## src/rtl/ppt_pkg.sv

```systemverilog
// Shared types and helpers for the parallel port service-interrupt controller.
// Assumes the FIFO word size is a power of two bytes.
package ppt_pkg;

    // Writable part of the control byte, bits [7:2]
    typedef struct packed {
        logic [2:0] mode;
        logic       flt_off;
        logic       dma_on;
        logic       svc_hold;
    } ctl_t;

    // Word size as a shift count: ID 0 -> 2 bytes, 1 -> 1 byte, 2 -> 4 bytes
    function automatic logic [1:0] pw_shift(input logic [2:0] id);
        case (id)
            3'd0:    return 2'd1;
            3'd2:    return 2'd2;
            default: return 2'd0;
        endcase
    endfunction

endpackage

```

## src/rtl/ppt_fifo_status.sv

```systemverilog
// Converts a byte occupancy count into word-based free and held counts and
// produces the direction-dependent full and empty flags.
// Assumes fifo_bytes never exceeds FIFO_BYTES.
module ppt_fifo_status #(
    parameter int FIFO_BYTES = 16,
    parameter int CNT_W      = 5
) (
    input  logic             dir,
    input  logic [CNT_W-1:0] fifo_bytes,
    input  logic [1:0]       shift,
    output logic [CNT_W-1:0] free_pw,
    output logic [CNT_W-1:0] avail_pw,
    output logic             full_raw,
    output logic             empty_raw
);
    localparam logic [CNT_W-1:0] DEPTH_V = CNT_W'(FIFO_BYTES);

    logic [CNT_W-1:0] free_bytes;
    logic [CNT_W-1:0] pw_bytes;

    // Byte and word counts derived from occupancy
    always_comb begin
        free_bytes = DEPTH_V - fifo_bytes;
        pw_bytes   = CNT_W'(1) << shift;
        free_pw    = free_bytes >> shift;
        avail_pw   = fifo_bytes >> shift;
    end

    // Full and empty meanings depend on direction
    always_comb begin
        if (dir) begin
            full_raw  = (free_bytes == '0);
            empty_raw = (fifo_bytes < pw_bytes);
        end else begin
            full_raw  = (free_bytes < pw_bytes);
            empty_raw = (fifo_bytes == '0);
        end
    end

endmodule

```

## src/rtl/ppt_ctl_regs.sv

```systemverilog
// Holds the control byte and the FIFO error flag, and detects the service
// and fault interrupt events. fault_n is asynchronous and is synchronised here.
module ppt_ctl_regs
    import ppt_pkg::*;
#(
    parameter int CNT_W       = 5,
    parameter int SYNC_STAGES = 2
) (
    input  logic             clk,
    input  logic             rst_n,
    input  logic             reg_wr,
    input  logic [7:0]       reg_wdata,
    input  logic             dir,
    input  logic             dma_tc,
    input  logic             fault_n,
    input  logic [CNT_W-1:0] free_pw,
    input  logic [CNT_W-1:0] avail_pw,
    input  logic [CNT_W-1:0] wr_thresh,
    input  logic [CNT_W-1:0] rd_thresh,
    input  logic             full_raw,
    input  logic             empty_raw,
    input  logic             fifo_wr_stb,
    input  logic             fifo_rd_stb,
    output ctl_t             ctl,
    output logic             err_flag,
    output logic             svc_evt,
    output logic             flt_evt,
    output logic             svc_pend,
    output logic             flt_pend
);
    logic [SYNC_STAGES:0] fsync;
    logic flt_low, flt_fall, flt_en_evt, err_evt, thr_hit, tc_hit;
    logic unused_wbits;

    assign unused_wbits = ^reg_wdata[1:0];

    // Synchronise the fault pin and keep one extra stage for edge detection
    always_ff @(posedge clk) begin
        if (!rst_n) fsync <= '1;
        else        fsync <= {fsync[SYNC_STAGES-1:0], fault_n};
    end

    // Event detection for the service and fault interrupt causes
    always_comb begin
        flt_low    = !fsync[SYNC_STAGES-1];
        flt_fall   = flt_low && fsync[SYNC_STAGES];
        flt_en_evt = reg_wr && ctl.flt_off && !reg_wdata[4] && flt_low;
        flt_evt    = (!ctl.flt_off && flt_fall) || flt_en_evt;
        err_evt    = (!dir && fifo_wr_stb && full_raw) || (dir && fifo_rd_stb && empty_raw);
        thr_hit    = !ctl.dma_on && (dir ? (avail_pw >= rd_thresh) : (free_pw >= wr_thresh));
        tc_hit     = ctl.dma_on && dma_tc;
        svc_evt    = !ctl.svc_hold && (thr_hit || tc_hit || err_evt);
    end

    // Control byte: software writes, hardware sets service hold on any cause
    always_ff @(posedge clk) begin
        if (!rst_n) begin
            ctl <= '{mode: 3'b000, flt_off: 1'b1, dma_on: 1'b0, svc_hold: 1'b1};
        end else begin
            if (reg_wr)  ctl <= ctl_t'(reg_wdata[7:2]);
            if (svc_evt) ctl.svc_hold <= 1'b1;
        end
    end

    // FIFO misuse flag: set on overwrite or overread, cleared by a control write
    always_ff @(posedge clk) begin
        if (!rst_n)       err_flag <= 1'b0;
        else if (err_evt) err_flag <= 1'b1;
        else if (reg_wr)  err_flag <= 1'b0;
    end

    // Pending flags for level style: service sets win, fault masking wins
    always_ff @(posedge clk) begin
        if (!rst_n) begin
            svc_pend <= 1'b0;
            flt_pend <= 1'b0;
        end else begin
            if (svc_evt)                     svc_pend <= 1'b1;
            else if (reg_wr && reg_wdata[2]) svc_pend <= 1'b0;
            if (reg_wr && reg_wdata[4])      flt_pend <= 1'b0;
            else if (flt_evt)                flt_pend <= 1'b1;
        end
    end

endmodule

```

## src/rtl/ppt_irq_drive.sv

```systemverilog
// Drives the interrupt line as a fixed-width pulse per event or as a level
// that follows the pending flags. Service pending is ignored in modes 000/001.
module ppt_irq_drive #(
    parameter int PULSE_CYC = 4
) (
    input  logic       clk,
    input  logic       rst_n,
    input  logic       level_irq,
    input  logic [2:0] mode,
    input  logic       evt,
    input  logic       svc_pend,
    input  logic       flt_pend,
    output logic       irq
);
    localparam int PCNT_W = $clog2(PULSE_CYC + 1);
    localparam logic [PCNT_W-1:0] PULSE_V = PCNT_W'(PULSE_CYC);

    logic [PCNT_W-1:0] pcnt;
    logic              mode_ok;

    // Pulse width counter, reloaded by each event in pulsed style
    always_ff @(posedge clk) begin
        if (!rst_n)                 pcnt <= '0;
        else if (evt && !level_irq) pcnt <= PULSE_V;
        else if (pcnt != '0)        pcnt <= pcnt - 1'b1;
    end

    // Select the output form
    always_comb begin
        mode_ok = (mode[2:1] != 2'b00);
        if (level_irq) irq = (svc_pend && mode_ok) || flt_pend;
        else           irq = (pcnt != '0);
    end

endmodule

```

## src/rtl/ppt_svc_irq_ctl.sv

```systemverilog
// Top of the parallel port service-interrupt controller. Combines the word
// based FIFO status, the control byte with its event detection, and the
// interrupt output stage. FIFO storage, bus decode and DMA are external.
module ppt_svc_irq_ctl
    import ppt_pkg::*;
#(
    parameter  int FIFO_BYTES = 16,
    parameter  int PULSE_CYC  = 4,
    localparam int CNT_W      = $clog2(FIFO_BYTES + 1)
) (
    input  logic             clk,
    input  logic             rst_n,
    input  logic             reg_wr,
    input  logic [7:0]       reg_wdata,
    output logic [7:0]       reg_rdata,
    input  logic             dir,
    input  logic [CNT_W-1:0] fifo_bytes,
    input  logic [2:0]       impl_id,
    input  logic [CNT_W-1:0] wr_thresh,
    input  logic [CNT_W-1:0] rd_thresh,
    input  logic             fifo_wr_stb,
    input  logic             fifo_rd_stb,
    input  logic             dma_tc,
    input  logic             fault_n,
    input  logic             level_irq,
    output logic             irq,
    output logic             dma_req_en
);
    ctl_t             ctl;
    logic [CNT_W-1:0] free_pw, avail_pw;
    logic             full_raw, empty_raw, err_flag;
    logic             svc_evt, flt_evt, svc_pend, flt_pend;

    ppt_fifo_status #(.FIFO_BYTES(FIFO_BYTES), .CNT_W(CNT_W)) status_i (
        .dir(dir), .fifo_bytes(fifo_bytes), .shift(pw_shift(impl_id)),
        .free_pw(free_pw), .avail_pw(avail_pw),
        .full_raw(full_raw), .empty_raw(empty_raw)
    );

    ppt_ctl_regs #(.CNT_W(CNT_W), .SYNC_STAGES(2)) regs_i (
        .clk(clk), .rst_n(rst_n), .reg_wr(reg_wr), .reg_wdata(reg_wdata),
        .dir(dir), .dma_tc(dma_tc), .fault_n(fault_n),
        .free_pw(free_pw), .avail_pw(avail_pw),
        .wr_thresh(wr_thresh), .rd_thresh(rd_thresh),
        .full_raw(full_raw), .empty_raw(empty_raw),
        .fifo_wr_stb(fifo_wr_stb), .fifo_rd_stb(fifo_rd_stb),
        .ctl(ctl), .err_flag(err_flag), .svc_evt(svc_evt), .flt_evt(flt_evt),
        .svc_pend(svc_pend), .flt_pend(flt_pend)
    );

    ppt_irq_drive #(.PULSE_CYC(PULSE_CYC)) irq_i (
        .clk(clk), .rst_n(rst_n), .level_irq(level_irq), .mode(ctl.mode),
        .evt(svc_evt || flt_evt), .svc_pend(svc_pend), .flt_pend(flt_pend),
        .irq(irq)
    );

    // Readback and DMA permission
    always_comb begin
        reg_rdata  = {ctl, full_raw || err_flag, empty_raw || err_flag};
        dma_req_en = ctl.dma_on && !ctl.svc_hold;
    end

endmodule

```

## config.mk

```make
export PLATFORM = sky130hd
export DESIGN_NAME = ppt_svc_irq_ctl
export DESIGN_NICKNAME = d
export VERILOG_FILES = /design/src/rtl/ppt_pkg.sv /design/src/rtl/ppt_fifo_status.sv /design/src/rtl/ppt_ctl_regs.sv /design/src/rtl/ppt_irq_drive.sv /design/src/rtl/ppt_svc_irq_ctl.sv
export SDC_FILE = /design/constraint.sdc
export NUM_CORES = 1
export LEC_CHECK = 0
export BUFFER_PORTS_ARGS = -buffer_cell sky130_fd_sc_hd__buf_4
export CORE_MARGIN = 2
export CORE_UTILIZATION = 45
export CTS_CLUSTER_DIAMETER = 100
export DETAILED_ROUTE_END_ITERATION = 7
export PLACE_DENSITY_LB_ADDON = 0.1
export SYNTH_ARGS = -nofsm -noshare
export SYNTH_HDL_FRONTEND = slang
export SYNTH_HIERARCHICAL = 1
export SYNTH_SLANG_ARGS = --single-unit
```

## constraint.sdc

```tcl
create_clock -name clk -period 4.4 [get_ports clk]
set_clock_uncertainty 0.05 [all_clocks]
set_input_delay 0.66 -clock clk [delete_from_list [all_inputs] [get_ports clk]]
set_output_delay 0.66 -clock clk [all_outputs]
set_load 0.02 [all_outputs]
```

==> impl_metrics.ini <==
[status]
outcome = finished, final reports clean

[final_layout]
seq_area_sq_um = 300.3
final_util = 0.5950
diodes = 0
nets = 272
layoutNonFillerInstCount = 258
final_area_sq_mm = 0.001802
drive_gt1_frac = 0.2664
multi_input_area_sq_mm = 0.001002
fillCellCount = 289
synthToLayoutAreaGrowth_pct = 27.32

[global_route]
grt_pass1_wl_um = 5202
grt_max_degree = 15
grtUsageTotal = 0.1825
gr-total-overflow = 0
grt_pass1_vias = 1304
antenna_found_initial = 0

[yosys]
ys_ff_latch = 15
yosysWarningCount = 6
synth_cells = 172
synth_largest_area_cell = dfxtp_1
synth.distinct_cells = 47
seq_area_frac_synth = 0.2122
synth_nets = 229
syn_area_per_cell_sq_um = 8.227
synth_area_leaders = dfxtp_1 (21%), ha_1 (19%), inv_1 (5.8%), mux2i_1 (5.7%), nor2b_1 (4.4%)
synth_top_area_frac = 0.2122
netlist_area_sq_mm = 0.001415

[pwr]
power_mw = 0.4187
p_per_area_mw_per_mm2 = 232.4
ir_drop_mv = 0.1709
power.leakage_nw = 0.8824

[timing]
setup_viol = 0
rsz0062_at_grt = no
max_freq_ghz = 0.2859
min_period_ns = 3.498
period_share = 0.7950
slew_violations = 0
hold_viol = 0
worst_pin_slew_ns = 0.6723
slew_headroom = 0.5494
tns_ns = 0

[cts]
cts-root-buf = clkbuf_4
cts_buffer_depth = 2
cts_tree = yes
clk_pin_slew_ns = 0.09
htreeDepth = 1
post_cts_resized = 0
insertion_delay_ns = 0.28
cts_buffers = 3
post-cts-setup-buffers = 0
ctsHoldBuffers = 0
cts.sinks = 15

[place]
gp_congestion = 0.7771
postPlaceCellArea_sq_mm = 0.001774
hpwlAfterDp_um = 2484
dp_cells = 254
numPortBuffers = 42

[worst_setup_path]
required_ns = 3.69
critPathSlowestCell = nor3_2
startpoint_type = input pin
path_class = in -> out
crit_path_cell_trace = buf_4 > nor3_2 > nand2b_1 > ha_1 > o21ai_0 > o21ai_0 > nand3_1 > or2_1 > buf_4
max_stage_delay_ns = 0.57
cp-end-kind = primary output
arrival_ns = 2.79
path_max_fanout = 10

[min_path]
holdCritPathClass = reg -> reg

[floorplan]
rows = 20
initial_core_util = 0.4674
die-height_um = 60.08
die_width_um = 60.08
design.core.area_sq_mm = 0.003028
io_pins = 45
die-area_sq_mm = 0.003609

[route]
remaining_drc_errors = 0
drtAntennaViolNets = 0
post_drt_wl_per_cell_um = 11.83
viasPerCell = 5.198
vias = 1341
wirelength_um = 3051
first_iter_violations = 25
first_pass_iters = 5

[flow_run]
maxCapViolCount = 0
kinds of logic after synthesis:
logic type / count (synthesis) / synth area share
buffers and inverters: 29 / 0.07958
AND/OR/NAND/NOR: 59 / 0.2423
adder cells (fa/ha/maj): 22 / 0.1945
AO/OA/AOI/OAI: 35 / 0.1680
flip-flops: 15 / 0.2122
multiplexers: 10 / 0.09107
XOR/XNOR: 2 / 0.01238
critical path: cells and delay by family:
family,cells,cell delay (ns)
buf+inv,2,0.28
fa+ha+maj,1,0.35
compound gates,2,0.24
simple gates,4,1.24
cell usage in the layout (no fill, tap or decap), types with 3 or more instances in the layout:
master	instances
buf_4	44
inv_1	22
ha_1	22
dfxtp_1	15
nand2_1	11
nor2b_1	10
nand2b_1	8
mux2i_1	8
o21ai_0	7
nor2_1	7
a21oi_1	4
or2_1	3
clkbuf_4	3
a31oi_1	3
o22ai_1	3
nand3_1	3
per-layer routing:
layer  routed length [um]  global-route usage  vias up
met2                 1467              0.3090       36
met1                 1443              0.2438      618
li1                     -                   -      687
met4                    0             0.03175        0
met3                  140             0.03247        0
met5                    0                   0        -
flip-flops by register name, indices dropped and copies added, names as in the netlist:
register / count
irq_i/pcnt: 3
regs_i/ctl: 6
regs_i/fsync: 3
regs_i/flt_pend: 1
regs_i/err_flag: 1
regs_i/svc_pend: 1
Yosys cell counts (all sizes together):
cell and instances:
a21oi 5, or4 2, o31ai 1, ha 22, nor2 7, nor2b 10
nor3 3, nand3 3, or2 3, o21a 2, a31o 1, o22ai 3
inv 23, nor3b 2, a311oi 1, a21boi 3, a211oi 2, o21ai 9
and3 2, nand3b 2, buf 1, xnor2 2, nor4b 2, o221ai 1
a211o 1, mux2i 8, nand2b 8, mux4 2, nor4 2, nand2 12
o2bb2ai 1, a21o 1, dfxtp 15, clkbuf 5, a31oi 3, and2 1
o211a 1
stage by stage:
| step | worst slack, ns | hold slack, ns |
|---|---|---|
| 2_1_floorplan | 1.013 | 0.3363 |
| 3_3_place_gp | 0.7037 | 0.3451 |
| 3_5_place_dp | 0.7155 | 0.3519 |
| 4_1_cts | 0.9106 | 0.3744 |
| 5_1_grt | 0.6640 | 0.4013 |
| 6_report | 0.9020 | 0.3722 |
area by class of cell:
class	count	share of cell area
clock buffers	3	0.01250
clock inverters	1	0.002778
inverters	23	0.04792
multi-input cells	128	0.5562
flip-flops and latches	15	0.1667
well taps	44	0.03056
repair buffers	44	0.1833
power breakdown:
part	switching (mW)	total [mW]	internal [mW]
Clock	0.0444	0.0782	0.0338
Combinational	0.0901	0.184	0.0942
Sequential	0.00792	0.156	0.148
final timing paths:
path                         from         endpoint  slack [ns]  cells after the start
setup / recovery       impl_id[2]     reg_rdata[1]        0.90                      9
hold / removal    regs_i/fsync[0]  regs_i/fsync[1]        0.37                      1
setup reg to reg    regs_i/ctl[1]    irq_i/pcnt[0]        2.96                      7
hold reg to reg   regs_i/fsync[0]  regs_i/fsync[1]        0.37                      1
Note: power is estimated with default switching activity, not from simulation.
